<file path="src/rtl/bdc_pkg.sv">
package bdc_pkg;
    localparam int ADDR_W = 16;

    typedef enum logic [2:0] {
        RG_NONE,
        RG_TILE_LO,
        RG_TILE_HI,
        RG_SOUND,
        RG_WORK,
        RG_ROM_BANK,
        RG_ROM_FIXED
    } region_e;

    typedef enum logic [2:0] {
        CT_NONE,
        CT_WDOG,
        CT_IRQ_ACK,
        CT_GFX,
        CT_LATCH0,
        CT_LATCH1,
        CT_BGCOL
    } ctl_e;

    // address prefixes (upper 6 bits) of the write-only windows
    localparam logic [5:0] PFX_WDOG   = 6'b100000;
    localparam logic [5:0] PFX_ACK    = 6'b100001;
    localparam logic [4:0] PFX_GFX    = 5'b10001;
    localparam logic [5:0] PFX_LATCH0 = 6'b100100;
    localparam logic [5:0] PFX_LATCH1 = 6'b100101;
    localparam logic [5:0] PFX_BGCOL  = 6'b110000;
    localparam logic [5:0] PFX_SOUND  = 6'b010000;
endpackage

</file>
<file path="src/rtl/bdc_region_dec.sv">
module bdc_region_dec
    import bdc_pkg::*;
(
    input  logic [ADDR_W-1:0] addr,
    input  logic              rnw,
    input  logic              strobe,
    output region_e           region,
    output ctl_e              ctl
);
    always_comb begin
        region = RG_NONE;
        if (strobe) begin
            if (addr[15]) begin
                if (rnw) region = RG_ROM_FIXED;
            end else begin
                unique case (addr[14:13])
                    2'b00: region = RG_TILE_LO;
                    2'b01: region = RG_TILE_HI;
                    2'b10: region = (addr[15:10] == PFX_SOUND) ? RG_SOUND : RG_WORK;
                    default: if (rnw) region = RG_ROM_BANK;
                endcase
            end
        end
    end

    always_comb begin
        ctl = CT_NONE;
        if (strobe && !rnw) begin
            if (addr[15:10] == PFX_WDOG)        ctl = CT_WDOG;
            else if (addr[15:10] == PFX_ACK)    ctl = CT_IRQ_ACK;
            else if (addr[15:11] == PFX_GFX)    ctl = CT_GFX;
            else if (addr[15:10] == PFX_LATCH0) ctl = CT_LATCH0;
            else if (addr[15:10] == PFX_LATCH1) ctl = CT_LATCH1;
            else if (addr[15:10] == PFX_BGCOL)  ctl = CT_BGCOL;
        end
    end
endmodule

</file>
<file path="src/rtl/bdc_latch_grp.sv">
module bdc_latch_grp #(
    parameter int DATA_W = 8,
    parameter int BANK_W = 2
) (
    input  logic                clk,
    input  logic                rst_n,
    input  logic                wr_en,
    input  logic [2:0]          sub,
    input  logic [DATA_W-1:0]   wdata,
    output logic [2*DATA_W-1:0] xs,
    output logic [2*DATA_W-1:0] ys,
    output logic [BANK_W-1:0]   bank
);
    typedef struct packed {
        logic [DATA_W-1:0] x1;
        logic [DATA_W-1:0] x0;
        logic [DATA_W-1:0] y1;
        logic [DATA_W-1:0] y0;
        logic [BANK_W-1:0] bank;
    } grp_t;

    grp_t st_d, st_q;

    always_comb begin
        st_d = st_q;
        if (wr_en) begin
            if (!sub[1]) begin
                if (sub[2]) st_d.x1 = wdata;
                else        st_d.x0 = wdata;
            end else if (!sub[0]) begin
                if (sub[2]) st_d.y1 = wdata;
                else        st_d.y0 = wdata;
            end else begin
                st_d.bank = wdata[BANK_W-1:0];
            end
        end
    end

    always_ff @(posedge clk or negedge rst_n) begin
        if (!rst_n) st_q <= '0;
        else        st_q <= st_d;
    end

    assign xs   = {st_q.x1, st_q.x0};
    assign ys   = {st_q.y1, st_q.y0};
    assign bank = st_q.bank;
endmodule

</file>
<file path="src/rtl/bdc_sys_ctl.sv">
module bdc_sys_ctl
    import bdc_pkg::*;
#(
    parameter int DATA_W = 8
) (
    input  logic              clk,
    input  logic              rst_n,
    input  ctl_e              ctl,
    input  logic              a10,
    input  logic [DATA_W-1:0] wdata,
    input  logic              frame_pulse,
    output logic              wdog_kick,
    output logic              irq,
    output logic              gfx_bank,
    output logic [DATA_W-1:0] bg_color
);
    typedef struct packed {
        logic              wdog;
        logic              irq;
        logic              frame_prev;
        logic              gfx;
        logic [DATA_W-1:0] bg;
    } sys_t;

    sys_t s_d, s_q;

    always_comb begin
        s_d            = s_q;
        s_d.wdog       = (ctl == CT_WDOG);
        s_d.frame_prev = frame_pulse;
        if (ctl == CT_IRQ_ACK)             s_d.irq = 1'b0;
        if (frame_pulse && !s_q.frame_prev) s_d.irq = 1'b1;
        if (ctl == CT_GFX)                 s_d.gfx = a10;
        if (ctl == CT_BGCOL)               s_d.bg  = wdata;
    end

    always_ff @(posedge clk or negedge rst_n) begin
        if (!rst_n) s_q <= '0;
        else        s_q <= s_d;
    end

    assign wdog_kick = s_q.wdog;
    assign irq       = s_q.irq;
    assign gfx_bank  = s_q.gfx;
    assign bg_color  = s_q.bg;
endmodule

</file>
<file path="src/rtl/bus_decode_ctrl.sv">
module bus_decode_ctrl
    import bdc_pkg::*;
#(
    parameter int DATA_W = 8,
    parameter int BANK_W = 2
) (
    input  logic                     clk,
    input  logic                     rst_n,
    input  logic [15:0]              addr,
    input  logic [DATA_W-1:0]        wdata,
    input  logic                     rnw,
    input  logic                     strobe,
    input  logic                     frame_pulse,
    output logic                     sel_tile_lo,
    output logic                     sel_tile_hi,
    output logic                     sel_sound,
    output logic                     sel_work,
    output logic                     sel_rom_bank,
    output logic                     sel_rom_fixed,
    output logic [4*DATA_W-1:0]      scroll_x,
    output logic [4*DATA_W-1:0]      scroll_y,
    output logic [BANK_W-1:0]        rom_bank0,
    output logic [BANK_W-1:0]        rom_bank1,
    output logic                     gfx_bank,
    output logic [DATA_W-1:0]        bg_color,
    output logic                     wdog_kick,
    output logic                     irq
);
    localparam int GROUPS   = 2;
    localparam int GRP_BITS = 2 * DATA_W;

    region_e region;
    ctl_e    ctl;
    logic [BANK_W-1:0] bank_w [GROUPS];

    bdc_region_dec u_dec (
        .addr   (addr),
        .rnw    (rnw),
        .strobe (strobe),
        .region (region),
        .ctl    (ctl)
    );

    assign sel_tile_lo   = (region == RG_TILE_LO);
    assign sel_tile_hi   = (region == RG_TILE_HI);
    assign sel_sound     = (region == RG_SOUND);
    assign sel_work      = (region == RG_WORK);
    assign sel_rom_bank  = (region == RG_ROM_BANK);
    assign sel_rom_fixed = (region == RG_ROM_FIXED);

    for (genvar g = 0; g < GROUPS; g++) begin : g_grp
        logic wr_en;
        assign wr_en = (ctl == ((g == 0) ? CT_LATCH0 : CT_LATCH1));
        bdc_latch_grp #(.DATA_W(DATA_W), .BANK_W(BANK_W)) u_grp (
            .clk   (clk),
            .rst_n (rst_n),
            .wr_en (wr_en),
            .sub   (addr[2:0]),
            .wdata (wdata),
            .xs    (scroll_x[g*GRP_BITS +: GRP_BITS]),
            .ys    (scroll_y[g*GRP_BITS +: GRP_BITS]),
            .bank  (bank_w[g])
        );
    end

    assign rom_bank0 = bank_w[0];
    assign rom_bank1 = bank_w[1];

    bdc_sys_ctl #(.DATA_W(DATA_W)) u_sys (
        .clk         (clk),
        .rst_n       (rst_n),
        .ctl         (ctl),
        .a10         (addr[10]),
        .wdata       (wdata),
        .frame_pulse (frame_pulse),
        .wdog_kick   (wdog_kick),
        .irq         (irq),
        .gfx_bank    (gfx_bank),
        .bg_color    (bg_color)
    );
endmodule

</file>
<file path="config.mk">
export PLATFORM = sky130hd
export DESIGN_NAME = bus_decode_ctrl
export DESIGN_NICKNAME = d
export VERILOG_FILES = /design/src/rtl/bdc_pkg.sv /design/src/rtl/bdc_region_dec.sv /design/src/rtl/bdc_latch_grp.sv /design/src/rtl/bdc_sys_ctl.sv /design/src/rtl/bus_decode_ctrl.sv
export SDC_FILE = /design/constraint.sdc
export NUM_CORES = 1
export LEC_CHECK = 0
export BUFFER_PORTS_ARGS = -buffer_cell sky130_fd_sc_hd__buf_2
export CAP_MARGIN = 5
export CORE_AREA = 4 4 110 112
export CTS_BUF_LIST = sky130_fd_sc_hd__clkbuf_4
export DETAILED_ROUTE_END_ITERATION = 8
export DIE_AREA = 0 0 114 116
export GPL_ROUTABILITY_DRIVEN = 0
export GPL_TIMING_DRIVEN = 0
export SLEW_MARGIN = 15
export SYNTH_ARGS = -nofsm -noshare
export SYNTH_HDL_FRONTEND = slang
export SYNTH_SLANG_ARGS = --single-unit
</file>
<file path="constraint.sdc">
create_clock -name clk -period 1 [get_ports clk]
set_input_delay 0.15 -clock clk [delete_from_list [all_inputs] [get_ports clk]]
set_output_delay 0.15 -clock clk [all_outputs]
set_load 0.005 [all_outputs]
</file>
==> impl_metrics.json <==
{
  "grt_pass1_vias": 2364,
  "pre_cts_ws_ns": -0.880,
  "path_delay_family": "flip-flops",
  "finalCritPeriodShare_pct": 122,
  "synth_cell_types": 23,
  "io_buffer_count": 105,
  "holdCritPathClass": "in2reg",
  "mostFrequentLayoutCells": "buf_2 (88), dfrtp_1 (80), mux2_2 (51)",
  "combPwrFrac_pct": 12.0,
  "regArea_sq_mm": 0.00200,
  "holdPathStages": 3,
  "syn_area_sq_mm": 0.00327,
  "yosysSeqAreaShare_pct": 61.3,
  "syn-num-nets": 236,
  "critical_path_class": "reg2out",
  "cts_buffers": 9,
  "fillers": 1052,
  "synthAdderAreaFrac_pct": 0,
  "dpl.hpwl_um": 5710,
  "route.detailed.drc": 0,
  "grt_busiest_layer": "met2",
  "drt-total-wl_um": 8340,
  "met2_usage_pct": 20.8,
  "critical_path_arrival_ns": 1.07,
  "grt_antenna_before_repair": 0,
  "use_met1_pct": 16.3,
  "violations": "setup timing",
  "grt_start_max_net_pins": 46,
  "gr-total-overflow": 0,
  "worstPathRequired_ns": 0.85,
  "die_h_um": 116,
  "setup_violations": 105,
  "clkSinkCount": 80,
  "p_int_uw": 4280,
  "use_met3_pct": 4.33,
  "irDropWorstVdd_uv": 619,
  "area_delta_synth_final_pct": 47.6,
  "clockBufferDepth": 2,
  "reg2reg_depth": 3,
  "synth.avg_cell_area_sq_um": 15.8,
  "rows": 39,
  "routedWlPerCell_um": 16.3,
  "hold_buffers": 6,
  "hold_start": "addr[10]",
  "critical_path.startpoint": "u_sys.bg_color[3]",
  "drtIter0Drc": 49,
  "vias": 2291,
  "design.core.area_sq_mm": 0.0112,
  "power.switching_uw": 1480,
  "crit_fanout": 2,
  "relSlewSlack_pct": 63.1,
  "cts_root_buf": "clkbuf_4",
  "pwr-share-clk_pct": 29.4,
  "ff2ff_setup_slack_ns": -0.01,
  "clock_latency_ns": 0.43,
  "layout_setup_ws_ns": -0.217,
  "start_kind": "flip-flop",
  "fin_skew_ns": 0.0000488,
  "syn_inst": 207,
  "rsz0062_at_grt": "true",
  "synth_top_family_by_area": "multiplexers",
  "r2r_end": "u_sys.bg_color[4]",
  "diodes": 0,
  "dp_cells": 456,
  "dieArea_sq_mm": 0.0132,
  "hold_slack_ns": 0.0244,
  "cellPowerDensity_mw_per_mm2": 1200,
  "slowest_stage": "dfrtp_1",
  "hold_end": "u_sys.wdog_kick",
  "cpMostUsedCell": "buf_6",
  "cts.clk_slew.worst_paths_ns": 0.13,
  "ios": 114,
  "drive_above_1_share_pct": 71.5,
  "seq_power_share_pct": 58.6,
  "p_sw_share_pct": 25.7,
  "fin_crit_ns": 1.22,
  "die_x_um": 114,
  "synth-seq-cells": 80,
  "yosys.area_share.simple_pct": 8.73,
  "critical_path_buf_inv_count": 2,
  "final_common_cell": "buf_2",
  "htree_levels": 3,
  "cap_viol_max_count": 0,
  "crit_chain": "buf_6 > buf_6",
  "final_hold_viol_count": 0,
  "leakagePower_uw": 0.00266,
  "multiInputGateArea_sq_mm": 0.00141,
  "via_per_inst": 4.48,
  "drtPass1Iterations": 3,
  "yosys_warnings": 0,
  "r2r_start": "u_sys.bg_color[4]",
  "worst_pin_slew_ns": 0.554,
  "grt_pass1_wl_um": 12900,
  "fmax_mhz": 822,
  "final_antenna_net_count": 0,
  "cts_tree": "done",
  "initial_core_util_pct": 29.1,
  "slew_viol_final": 0,
  "track_usage_pct": 13.0,
  "synthMuxAreaShare_pct": 26.5,
  "synth_compound_area_share_pct": 0.191,
  "cpPeakStageDelay_ns": 0.41,
  "stdcell_count": 511,
  "synth_xor_area_share_pct": 0,
  "nets": 392,
  "end_kind": "primary output",
  "status": "finished, violations left"
}
-- registers in the layout, indices dropped and copies added (netlist names) --
name	count
g_grp.u_grp.bank	4
u_sys.irq	1
u_sys.bg_color	8
u_sys.gfx_bank	1
g_grp.u_grp.xs	32
u_sys.wdog_kick	1
g_grp.u_grp.ys	32
u_sys.s_q	1
-- layout make-up --
class	count	area share [%]
inverter	2	0.156
buffer	8	1.66
multi-input combinational	110	29.2
timing repair buffer	152	21.4
clock buffer	11	1.71
clock inverter	5	0.674
sequential	80	41.5
tap	143	3.71
-- cell usage after synthesis --
cell type	instances	share of area [%]
dfrtp_1	80	61
mux2_2	77	27
buf_4	11	2.5
nor2_1	4	0.46
and4b_1	3	0.92
and4bb_2	3	1.1
clkbuf_1	3	0.34
nand3_1	3	0.46
nand3_2	3	0.92
nor4bb_1	3	0.92
inv_1	2	0.23
nand4_2	2	0.77
nor2b_1	2	0.38
nor4b_1	2	0.54
and3_1	1	0.19
buf_2	1	0.15
nand3b_1	1	0.23
nand4_1	1	0.19
nand4bb_1	1	0.34
nor4_1	1	0.19
nor4b_4	1	0.73
o22ai_1	1	0.19
or3_4	1	0.34
-- power by group through the flow --
stage	sequential, uW	clock, uW	combinational (uW)
global route	3390	1940	758
floorplan	3430	0	194
CTS	3380	1790	664
global placement	3430	0	483
finish	3380	1700	692
detailed placement	3440	0	504
-- cell families (layout without fill, tap and decap cells) --
family | Yosys count | in the layout
multiplexers | 77 | 77
buffers and inverters | 17 | 178
AO/OA/AOI/OAI | 1 | 1
AND/OR/NAND/NOR | 32 | 32
flip-flops | 80 | 80
-- per-layer routing --
| layer | routed length [um] | vias to the layer above |
|---|---|---|
| met5 | 0 | - |
| met2 | 4110 | 60 |
| met3 | 506 | 12 |
| met4 | 149 | 0 |
| li1 | - | 1062 |
| met1 | 3570 | 1157 |
-- tightest hold or removal path, cell delays in order --
cell	delay [ns]
buf_8	0.07
or3_4	0.14
nor4_1	0.06
-- timing repair --
action | in CTS | in global routing
setup buffers | 25 | 15
pin swaps | 5 | 5
endpoints found under the hold margin | 41 | 1
setup endpoints to repair | 153 | 123
resized for setup | 53 | 18
-- worst max-delay path by stage --
stage	end	slack, ns	cells after the start
3_5_place_dp	u_sys.bg_color[6]	-0.88	4
3_3_place_gp	g_grp[0].u_grp.xs[10]	-0.85	1
6_report	bg_color[3]	-0.22	2
5_1_grt	bg_color[3]	-0.29	2
4_1_cts	bg_color[3]	-0.27	2
2_1_floorplan	u_sys.bg_color[2]	-0.51	3
-- through the flow --
stage	util (%)	instance area (sq um)	TNS, ns	power (uW)
after detailed placement	36.1	4060	-52.50	3940
after global routing	43.0	4820	-16.88	6090
after CTS	41.6	4670	-15.12	5830
final	43.0	4820	-10.92	5760
after floorplan	-	3320	-29.46	3630
after global placement	35.9	4030	-118.03	3910
Power figures use the tool's default switching activity.
